===== src/rtl/hbr_pkg.sv =====
package hbr_pkg;
  localparam int DW    = 32;
  localparam int AW    = 16;
  localparam int IDX_W = 4;

  typedef enum logic [2:0] {SEL_NONE, SEL_XLAT, SEL_CTL, SEL_MAP, SEL_RST} sel_e;

  localparam logic [AW-1:0] XLAT_BASE = 16'h0200;
  localparam logic [AW-1:0] CTL_BASE  = 16'h2000;
  localparam logic [AW-1:0] MAP_BASE  = 16'h0C00;
  localparam logic [AW-1:0] RST_BASE  = 16'hF020;

  localparam logic [DW-1:0] RST_KEEP = 32'hF800_0000;
  localparam logic [DW-1:0] RST_CLR  = 32'h9800_0000;
  localparam logic [DW-1:0] RST_SET  = 32'h6000_0000;
  localparam logic [DW-1:0] RST_COLD = 32'h8000_0000;
  localparam int B_SPOR = 30;
  localparam int B_SEXT = 29;
endpackage


===== src/rtl/hbr_decode.sv =====
module hbr_decode
  import hbr_pkg::*;
#(
  parameter int XLAT_WORDS  = 3,
  parameter int CTL_WORDS   = 12,
  parameter int MAP_ENTRIES = 8
) (
  input  logic [AW-1:0]    addr,
  output sel_e             sel,
  output logic [IDX_W-1:0] idx
);
  localparam logic [31:0] XL_LO = 32'(XLAT_BASE);
  localparam logic [31:0] XL_HI = XL_LO + 32'(4 * XLAT_WORDS);
  localparam logic [31:0] CT_LO = 32'(CTL_BASE);
  localparam logic [31:0] CT_HI = CT_LO + 32'(4 * CTL_WORDS);
  localparam logic [31:0] MP_LO = 32'(MAP_BASE);
  localparam logic [31:0] MP_HI = MP_LO + 32'(8 * MAP_ENTRIES);
  localparam logic [31:0] RS_LO = 32'(RST_BASE);
  localparam logic [31:0] RS_HI = RS_LO + 32'd8;

  logic [31:0] a;
  assign a = 32'(addr);

  always_comb begin
    sel = SEL_NONE;
    idx = '0;
    if (a >= XL_LO && a < XL_HI) begin
      sel = SEL_XLAT;
      idx = IDX_W'((a - XL_LO) >> 2);
    end else if (a >= CT_LO && a < CT_HI) begin
      sel = SEL_CTL;
      idx = IDX_W'((a - CT_LO) >> 2);
    end else if (a >= MP_LO && a < MP_HI && addr[2]) begin
      sel = SEL_MAP;
      idx = IDX_W'((a - MP_LO) >> 3);
    end else if (a >= RS_LO && a < RS_HI && addr[2]) begin
      sel = SEL_RST;
    end
  end
endmodule


===== src/rtl/hbr_wordbank.sv =====
module hbr_wordbank
  import hbr_pkg::*;
#(
  parameter int WORDS = 4
) (
  input  logic             clk,
  input  logic             rst_n,
  input  logic             init,
  input  logic             we,
  input  logic [IDX_W-1:0] idx,
  input  logic [DW-1:0]    wdata,
  output logic [DW-1:0]    rdata
);
  logic [DW-1:0] word_q [WORDS];

  for (genvar i = 0; i < WORDS; i++) begin : g_word
    always_ff @(posedge clk) begin
      if (init) word_q[i] <= '0;
      else if (rst_n && we && idx == IDX_W'(i)) word_q[i] <= wdata;
    end


    wr_land_chk: assert property (@(posedge clk) disable iff (!rst_n)
      (we && idx == IDX_W'(i)) |=> word_q[i] == $past(wdata));
  end

  always_comb begin
    rdata = '0;
    for (int i = 0; i < WORDS; i++)
      if (idx == IDX_W'(i)) rdata = word_q[i];
  end
endmodule


===== src/rtl/hbr_irqmap.sv =====
module hbr_irqmap
  import hbr_pkg::*;
#(
  parameter int ENTRIES = 8
) (
  input  logic               clk,
  input  logic               rst_n,
  input  logic               init,
  input  logic               we,
  input  logic [IDX_W-1:0]   idx,
  input  logic               wen,
  output logic [DW-1:0]      rdata,
  output logic [ENTRIES-1:0] en_out
);
  logic [30:0] low_q [ENTRIES];

  for (genvar i = 0; i < ENTRIES; i++) begin : g_ent
    always_ff @(posedge clk) begin
      if (!rst_n) begin
        en_out[i] <= 1'b0;
        if (init) low_q[i] <= 31'(32'h7C0 | (32'(i) << 2));
      end else if (we && idx == IDX_W'(i)) begin
        en_out[i] <= wen;
      end
    end


    low_keep_chk: assert property (@(posedge clk) disable iff (!rst_n)
      $past(rst_n) |-> $stable(low_q[i]));

    en_wr_chk: assert property (@(posedge clk) disable iff (!rst_n)
      (we && idx == IDX_W'(i)) |=> en_out[i] == $past(wen));
  end

  always_comb begin
    rdata = '0;
    for (int i = 0; i < ENTRIES; i++)
      if (idx == IDX_W'(i)) rdata = {en_out[i], low_q[i]};
  end
endmodule


===== src/rtl/hbr_rstctl.sv =====
module hbr_rstctl
  import hbr_pkg::*;
(
  input  logic          clk,
  input  logic          rst_n,
  input  logic          por_in,
  input  logic          we,
  input  logic [DW-1:0] wdata,
  output logic [DW-1:0] stat_q,
  output logic          req_q
);
  logic          cold_pend_q;
  logic [DW-1:0] d;
  assign d = wdata & RST_KEEP;

  always_ff @(posedge clk) begin
    if (!rst_n) begin
      req_q       <= 1'b0;
      cold_pend_q <= 1'b0;
      if (por_in || cold_pend_q) stat_q <= RST_COLD;
    end else begin
      req_q <= we && (d[B_SPOR] || d[B_SEXT]);
      if (we) begin
        stat_q <= (stat_q & ~(d & RST_CLR)) | (d & RST_SET);
        if (d[B_SPOR]) cold_pend_q <= 1'b1;
      end
    end
  end


  w1c_chk: assert property (@(posedge clk) disable iff (!rst_n)
    (we && wdata[31]) |=> !stat_q[31]);

  set_chk: assert property (@(posedge clk) disable iff (!rst_n)
    (we && wdata[B_SEXT]) |=> stat_q[B_SEXT]);

  req_src_chk: assert property (@(posedge clk) disable iff (!rst_n)
    req_q |-> $past(we));
endmodule


===== src/rtl/hbr_regfile.sv =====
module hbr_regfile
  import hbr_pkg::*;
#(
  parameter int XLAT_WORDS  = 3,
  parameter int CTL_WORDS   = 12,
  parameter int MAP_ENTRIES = 8
) (
  input  logic                   clk,
  input  logic                   rst_n,
  input  logic                   por_in,
  input  logic                   wr_en,
  input  logic                   rd_en,
  input  logic [AW-1:0]          addr,
  input  logic [DW-1:0]          wdata,
  output logic [DW-1:0]          rdata,
  output logic                   rd_valid,
  output logic                   sys_rst_req,
  output logic [MAP_ENTRIES-1:0] map_en
);
  sel_e             sel;
  logic [IDX_W-1:0] idx;
  logic             init, wr_ok;
  logic [DW-1:0]    xl_rd, ct_rd, mp_rd, rs_q, rd_mux;

  assign init  = !rst_n && por_in;
  assign wr_ok = wr_en && rst_n;

  hbr_decode #(.XLAT_WORDS(XLAT_WORDS), .CTL_WORDS(CTL_WORDS),
               .MAP_ENTRIES(MAP_ENTRIES)) u_dec (
    .addr(addr), .sel(sel), .idx(idx));

  hbr_wordbank #(.WORDS(XLAT_WORDS)) u_xlat (
    .clk(clk), .rst_n(rst_n), .init(init), .we(wr_ok && sel == SEL_XLAT),
    .idx(idx), .wdata(wdata), .rdata(xl_rd));

  hbr_wordbank #(.WORDS(CTL_WORDS)) u_ctl (
    .clk(clk), .rst_n(rst_n), .init(init), .we(wr_ok && sel == SEL_CTL),
    .idx(idx), .wdata(wdata), .rdata(ct_rd));

  hbr_irqmap #(.ENTRIES(MAP_ENTRIES)) u_map (
    .clk(clk), .rst_n(rst_n), .init(init), .we(wr_ok && sel == SEL_MAP),
    .idx(idx), .wen(wdata[31]), .rdata(mp_rd), .en_out(map_en));

  hbr_rstctl u_rst (
    .clk(clk), .rst_n(rst_n), .por_in(por_in), .we(wr_ok && sel == SEL_RST),
    .wdata(wdata), .stat_q(rs_q), .req_q(sys_rst_req));

  always_comb begin
    case (sel)
      SEL_XLAT: rd_mux = xl_rd;
      SEL_CTL:  rd_mux = ct_rd;
      SEL_MAP:  rd_mux = mp_rd;
      SEL_RST:  rd_mux = rs_q;
      default:  rd_mux = '0;
    endcase
  end

  always_ff @(posedge clk) begin
    if (!rst_n) begin
      rdata    <= '0;
      rd_valid <= 1'b0;
    end else begin
      rd_valid <= rd_en;
      if (rd_en) rdata <= rd_mux;
    end
  end


  rd_lat_chk: assert property (@(posedge clk) disable iff (!rst_n)
    ($past(rd_en) && $past(rst_n)) |-> rd_valid);

  rd_src_chk: assert property (@(posedge clk) disable iff (!rst_n)
    rd_valid |-> $past(rd_en));

  void_rd_chk: assert property (@(posedge clk) disable iff (!rst_n)
    (rd_valid && $past(sel == SEL_NONE)) |-> rdata == '0);
endmodule


===== config.mk =====
export PLATFORM = sky130hd
export DESIGN_NAME = hbr_regfile
export DESIGN_NICKNAME = d
export VERILOG_FILES = /design/src/rtl/hbr_pkg.sv /design/src/rtl/hbr_decode.sv /design/src/rtl/hbr_wordbank.sv /design/src/rtl/hbr_irqmap.sv /design/src/rtl/hbr_rstctl.sv /design/src/rtl/hbr_regfile.sv
export SDC_FILE = /design/constraint.sdc
export NUM_CORES = 1
export LEC_CHECK = 0
export BUFFER_PORTS_ARGS = -buffer_cell sky130_fd_sc_hd__buf_4
export CELL_PAD_IN_SITES_DETAIL_PLACEMENT = 2
export CELL_PAD_IN_SITES_GLOBAL_PLACEMENT = 2
export CORE_MARGIN = 4
export CORE_UTILIZATION = 46
export CTS_CLUSTER_DIAMETER = 200
export CTS_CLUSTER_SIZE = 14
export DETAILED_ROUTE_END_ITERATION = 10
export GPL_TIMING_DRIVEN = 0
export PLACE_DENSITY = 0.89
export RECOVER_POWER = 25
export SETUP_SLACK_MARGIN = 0.05
export SKIP_LAST_GASP = 1
export SLEW_MARGIN = 25
export SYNTH_ARGS = -nofsm -noshare
export SYNTH_HDL_FRONTEND = slang
export SYNTH_SLANG_ARGS = --single-unit

===== constraint.sdc =====
create_clock -name clk -period 10.55 [get_ports clk]
set_input_delay 2.6375 -clock clk [delete_from_list [all_inputs] [get_ports clk]]
set_output_delay 2.6375 -clock clk [all_outputs]
set_load 0.005 [all_outputs]

==> impl_metrics.env, run 1 <==
export IMPL_die_w_um=237
export IMPL_crit_path_setup_slack_layout_ps=2220
export IMPL_setup_worst_path_class="primary input to flop"
export IMPL_initial_utilization=0.468
export IMPL_avgSynthCellArea_um2=11.9
export IMPL_layout_nets=2242
export IMPL_final_max_slew_violation_count=53
export IMPL_hold_violations=0
export IMPL_grt_antenna_before_repair=6
export IMPL_cts_tree="yes"
export IMPL_worstPathCellList="clkbuf_4 > nor4_1 > clkbuf_1 > a41oi_1 > a2111oi_0 > nor2_1 > o21ai_0 > o21ai_0 > nor2_1 > a21oi_1"
export IMPL_total_grt_usage=0.415
export IMPL_post_synth_top_area_cell="edfxtp_1"
export IMPL_async_reset_ff_frac=0
export IMPL_synthTopCellsByArea="edfxtp_1 60%, and3_1 9.2%, and2_1 3.7%"
export IMPL_die_area_mm2=0.0562
export IMPL_grt_pass1_vias=22484
export IMPL_postLayoutCellArea_mm2=0.0274
export IMPL_syn_area_mm2=0.0241
export IMPL_worst_endpoint_arrival_ps=8820
export IMPL_post_cts_resize_count=0
export IMPL_crit_fanout=10
export IMPL_route_antenna_remaining_nets=0
export IMPL_worstMarginPinSlew_ps=3670
export IMPL_fmaxAchievable_mhz=120
export IMPL_count_of_port_buffers_added_during_placement=92
export IMPL_rsz0062_at_grt="false"
export IMPL_setup_tns_ps=0
export IMPL_post_layout_minimum_cycle_time_ps=8330
export IMPL_grt_first_pass_wirelength_mm=168
export IMPL_post_synth_inst_count=2033
export IMPL_min_period_over_period=0.790
export IMPL_seq_area_frac_synth=0.639
export IMPL_worst_path_largest_cell_delay_ps=3000
export IMPL_placeableCoreArea_mm2=0.0516
export IMPL_violations="capacitance limit, slew limit"
export IMPL_via_count=21489
export IMPL_crit_required_ps=11040
export IMPL_synth_flop_cell="edfxtp_1"
export IMPL_post_drt_via_cell_ratio=7.41
export IMPL_worst_hold_slack_ps=505
export IMPL_cts_hold_buffers=0
export IMPL_post_synth_edffs=485
export IMPL_irDropWorstVdd_v=0.000104
export IMPL_synthDistinctLibCells=67
export IMPL_drv_max_cap_violation_count=5
export IMPL_total_power_mw=4.28
export IMPL_area_delta_synth_final_pct=13.6
export IMPL_wl_per_cell_um=41.4
export IMPL_place_gp_congestion=0.954
export IMPL_synth_warning_count=0
export IMPL_fp_row_count=83
export IMPL_drt_pass1_iter_count=6
export IMPL_tritoncts_num_buffers=43
export IMPL_drc=0
export IMPL_grt_ovfl_total=0
export IMPL_drive_gt1_frac=0.0902
export IMPL_htreeDepth=2
export IMPL_critPathLaunchType="primary input"
export IMPL_grt_max_degree=26
export IMPL_setup_violations_final=0
export IMPL_route_final_wire_length_mm=120
export IMPL_dieHeight_um=237
export IMPL_dr_first_iter_drc_count=3882
export IMPL_hp_class="flop to flop"
export IMPL_cts_root_buf="clkbuf_16"
export IMPL_cts_sinks=528
export IMPL_crit_buf_inv=2
export IMPL_dpl_instance_area_mm2=0.0263
export IMPL_synth_net_count=2086
export IMPL_synthMostInstantiatedCell="edfxtp_1"
export IMPL_synth_ff_latch_count=528
export IMPL_path_clk_slew_ps=70
export IMPL_critPathCaptureType="flop"
export IMPL_post_cts_setup_buffer_count=0
export IMPL_post_synth_most_frequent_cells="485 x edfxtp_1, 357 x and3_1, 181 x clkbuf_1"
export IMPL_clk_latency_ps=620
export IMPL_setup_skew_ps=18.9
export IMPL_hpwl_mm=82.8
export IMPL_p_per_area_mw_per_mm2=156
export IMPL_placement_setup_worst_slack_ps=3330
export IMPL_io_pins=95
export IMPL_status="finished, violations left"
export IMPL_leakage_nw=9.91
export IMPL_clockBufferDepth=3
export IMPL_critical_path_slowest_cell="a2111oi_0"
export IMPL_synth_top_cell_area_share=0.603
export IMPL_cpLargestDelayFamily="compound AO/OA/AOI/OAI gates"
export IMPL_timing_max_slew_rel_slack=-1.51
==> routing by layer <==
layer,global-route usage,share of wire,vias to the layer above
met4,0.289,0.088,2
met2,0.651,0.45,2021
met5,0,0.00011,-
met1,0.515,0.34,10814
li1,-,-,8078
met3,0.0893,0.12,574
==> cell usage in the layout, fill, tap and decap left out, types with 13 or more instances in the layout <==
cell       count
buf_4         48
clkbuf_1     228
a22o_1        25
and2_0        61
nor3_1        32
o21ai_0      124
nand3_1       22
a211oi_1      39
o22ai_1       20
buf_16        13
buf_2         21
clkbuf_16     45
nor2_1        74
inv_1         20
a222oi_1      19
a221oi_1      29
and3_1       357
o221ai_1      18
nand2_1       96
and2_1        86
a22oi_1       39
clkbuf_4      37
a21oi_1       81
dfxtp_1       43
edfxtp_1     485
==> flip-flops by register name, indices dropped and copies added (netlist names) <==
name / flops
rd_valid: 1
u_map.en_out: 8
rdata: 32
u_ctl.word_q: 384
u_rst.stat_q: 5
u_xlat.word_q: 96
u_rst.req_q: 1
u_rst.cold_pend_q: 1
==> cell families after synthesis <==
family | share of synthesized area
buf+inv | 0.0399
flops | 0.639
compound gates | 0.138
mux | 0.00166
simple gates | 0.181
==> per-stage QoR <==
stage	instances	utilization
after global routing	2897	0.531
final	2899	0.531
after floorplan	2033	-
after detailed placement	2824	0.510
after global placement	2805	0.498
after CTS	2897	0.534
==> worst paths after layout <==
| kind | slack [ps] | to | from | depth (start not counted) |
|---|---|---|---|---|
| setup reg to reg | 8360 | rdata[19] | u_ctl.word_q[0][19] | 5 |
| hold reg to reg | 510 | rdata[7] | rdata[7] | 2 |
| setup / recovery | 2220 | rdata[10] | addr[8] | 10 |
| hold / removal | 510 | rdata[7] | rdata[7] | 2 |
==> worst min-delay path, delay by kind of cell, from the launching register on <==
| family | cells | cell delay (ps) |
|---|---|---|
| flip-flops | 1 | 330 |
| AO/OA/AOI/OAI | 2 | 150 |
==> where the power goes <==
group          switching [mW]  total, mW  internal (mW)  leakage (nW)
clock network           0.831       1.65          0.817         0.601
logic                   0.158      0.214         0.0551          5.00
registers              0.0473       2.42           2.37          4.31
total                    1.04       4.28           3.24          9.91
==> final cells by class <==
| type | instances | area (µm²) |
|---|---|---|
| tap | 680 | 851 |
| sequential | 528 | 15400 |
| clock buffer | 72 | 1230 |
| timing repair buffer | 111 | 1090 |
| fill | 4919 | 24200 |
| clock inverter | 1 | 30.0 |
| antenna | 2 | 5.00 |
| buffer | 221 | 882 |
| multi-input combinational | 1264 | 7850 |
| inverter | 20 | 75.1 |
No activity file was read; power rests on OpenSTA's default activity.
==> run 2: changes to the inputs <==
CORE_UTILIZATION = 39   (was 46)
PLACE_DENSITY = 0.8   (was 0.89)
clock period = 7.3 ns   (was 10.55 ns; I/O delays follow)
==> impl_metrics.env, run 2 (synthesized netlist as in run 1, its figures left out) <==
export IMPL_worstMarginPinSlew_ps=2710
export IMPL_critPathCaptureType="flop"
export IMPL_place_gp_congestion=0.945
export IMPL_min_period_over_period=0.892
export IMPL_setup_skew_ps=12.9
export IMPL_grt_first_pass_wirelength_mm=154
export IMPL_p_per_area_mw_per_mm2=221
export IMPL_grt_antenna_before_repair=2
export IMPL_placeableCoreArea_mm2=0.0608
export IMPL_cts_hold_buffers=0
export IMPL_leakage_nw=9.94
export IMPL_dr_first_iter_drc_count=2607
export IMPL_fmaxAchievable_mhz=154
export IMPL_largest_register_ff_count=384
export IMPL_post_cts_resize_count=0
export IMPL_io_pins=95
export IMPL_post_layout_minimum_cycle_time_ps=6510
export IMPL_startpoint="addr[10]"
export IMPL_setup_worst_path_class="primary input to flop"
export IMPL_fp_row_count=90
export IMPL_worstPathCellList="clkbuf_1 > nor3b_1 > nand4_1 > clkbuf_1 > a2111oi_1 > clkbuf_1 > clkbuf_1 > and3_1"
export IMPL_status="finished, violations left"
export IMPL_p_int_mw=4.68
export IMPL_rsz0062_at_grt="false"
export IMPL_dpl_instance_area_mm2=0.0265
export IMPL_final_max_slew_violation_count=19
export IMPL_grt_max_degree=24
export IMPL_cts_tree="yes"
export IMPL_clockBufferDepth=3
export IMPL_hp_class="flop to flop"
export IMPL_total_grt_usage=0.320
export IMPL_path_clk_slew_ps=70
export IMPL_crit_required_ps=7730
export IMPL_critPathLaunchType="primary input"
export IMPL_hold_path_startpoint="u_rst.cold_pend_q"
export IMPL_grt_ovfl_total=0
export IMPL_clock_power_share=0.379
export IMPL_total_power_mw=6.09
export IMPL_drv_max_cap_violation_count=2
export IMPL_critical_r2r_launch="u_ctl.word_q[0][77]"
export IMPL_die_w_um=257
export IMPL_worst_path_largest_cell_delay_ps=2240
export IMPL_power_share_combinational=0.049
export IMPL_cpMostUsedCell="clkbuf_1"
export IMPL_mostFrequentLayoutCell="edfxtp_1"
export IMPL_biggestRegsByFlops="u_ctl.word_q: 384 flops, u_xlat.word_q: 96 flops, rdata: 32 flops"
export IMPL_final_cell_mix="485 x edfxtp_1, 357 x and3_1, 221 x clkbuf_1, 121 x o21ai_0, 96 x nand2_1"
export IMPL_switching_share=0.231
export IMPL_crit_fanout=10
export IMPL_seqPwrFrac=0.572
export IMPL_die_area_mm2=0.0660
export IMPL_count_of_port_buffers_added_during_placement=92
export IMPL_violations="capacitance limit, slew limit"
export IMPL_dp_cells=2927
export IMPL_clk_latency_ps=610
export IMPL_cts_root_buf="clkbuf_16"
export IMPL_cts_sinks=528
export IMPL_drc=0
export IMPL_crit_buf_inv=4
export IMPL_cpLargestDelayFamily="compound AO/OA/AOI/OAI gates"
export IMPL_setup_violations_final=0
export IMPL_route_final_wire_length_mm=109
export IMPL_route_antenna_remaining_nets=0
export IMPL_tritoncts_num_buffers=43
export IMPL_grt_pass1_vias=21159
export IMPL_dieHeight_um=257
export IMPL_hpwl_mm=80.1
export IMPL_critical_path_slowest_cell="a2111oi_1"
export IMPL_post_drt_via_cell_ratio=6.65
export IMPL_via_count=19942
export IMPL_worst_endpoint_arrival_ps=6950
export IMPL_post_cts_setup_buffer_count=0
export IMPL_initial_utilization=0.397
export IMPL_postLayoutCellArea_mm2=0.0276
export IMPL_hold_violations=0
export IMPL_timing_max_slew_rel_slack=-0.811
export IMPL_area_delta_synth_final_pct=14.3
export IMPL_htreeDepth=2
export IMPL_stdcell_count=3000
export IMPL_wl_per_cell_um=36.2
export IMPL_largest_register="u_ctl.word_q"
export IMPL_drt_pass1_iter_count=7
export IMPL_layout_nets=2243
export IMPL_drive_gt1_frac=0.0934
export IMPL_irDropWorstVdd_v=0.000158
export IMPL_switching_power_total_mw=1.41
[run 2: per-stage QoR]
stage | hold WS (ps) | util | TNS (ps) | setup WS (ps)
2_1_floorplan | 438 | - | 0 | 1080
3_3_place_gp | 467 | 0.425 | -408550 | -1280
3_5_place_dp | 492 | 0.435 | 0 | 787
4_1_cts | 512 | 0.456 | 0 | 1410
5_1_grt | 535 | 0.454 | 0 | 628
6_report | 513 | 0.454 | 0 | 787
[run 2: layout make-up]
type	instances	area, µm²
antenna	2	5.00
buffer	221	888
clock buffer	70	1220
clock inverter	1	30.0
fill	6104	33200
inverter	20	75.1
multi-input combinational	1264	7880
sequential	528	15400
tap	782	978
timing repair buffer	112	1100
[run 2: layer usage]
layer | share of wire | GRT usage
met5 | 0.00010 | 0
met4 | 0.069 | 0.179
met3 | 0.088 | 0.0563
met2 | 0.47 | 0.523
met1 | 0.38 | 0.404
[run 2: worst paths after layout]
check	endpoint	slack [ps]	depth (start not counted)
max reg2reg	rdata[13]	5220	6
max	u_ctl.word_q[2][2]	790	8
min reg2reg	u_rst.cold_pend_q	510	2
min	u_rst.cold_pend_q	510	2
[run 2: tightest hold or removal path, delay by kind of cell, from the launching register on]
family          cells  cell delay [ps]
compound gates      1               50
flops               1              350
simple gates        1               80
[run 2: power groups by stage]
stage	clock network (mW)	registers (mW)	logic (mW)
floorplan	0	3.53	0.113
global placement	0	3.55	0.245
detailed placement	0	3.55	0.293
CTS	2.31	3.48	0.294
global route	2.43	3.49	0.307
finish	2.31	3.49	0.296
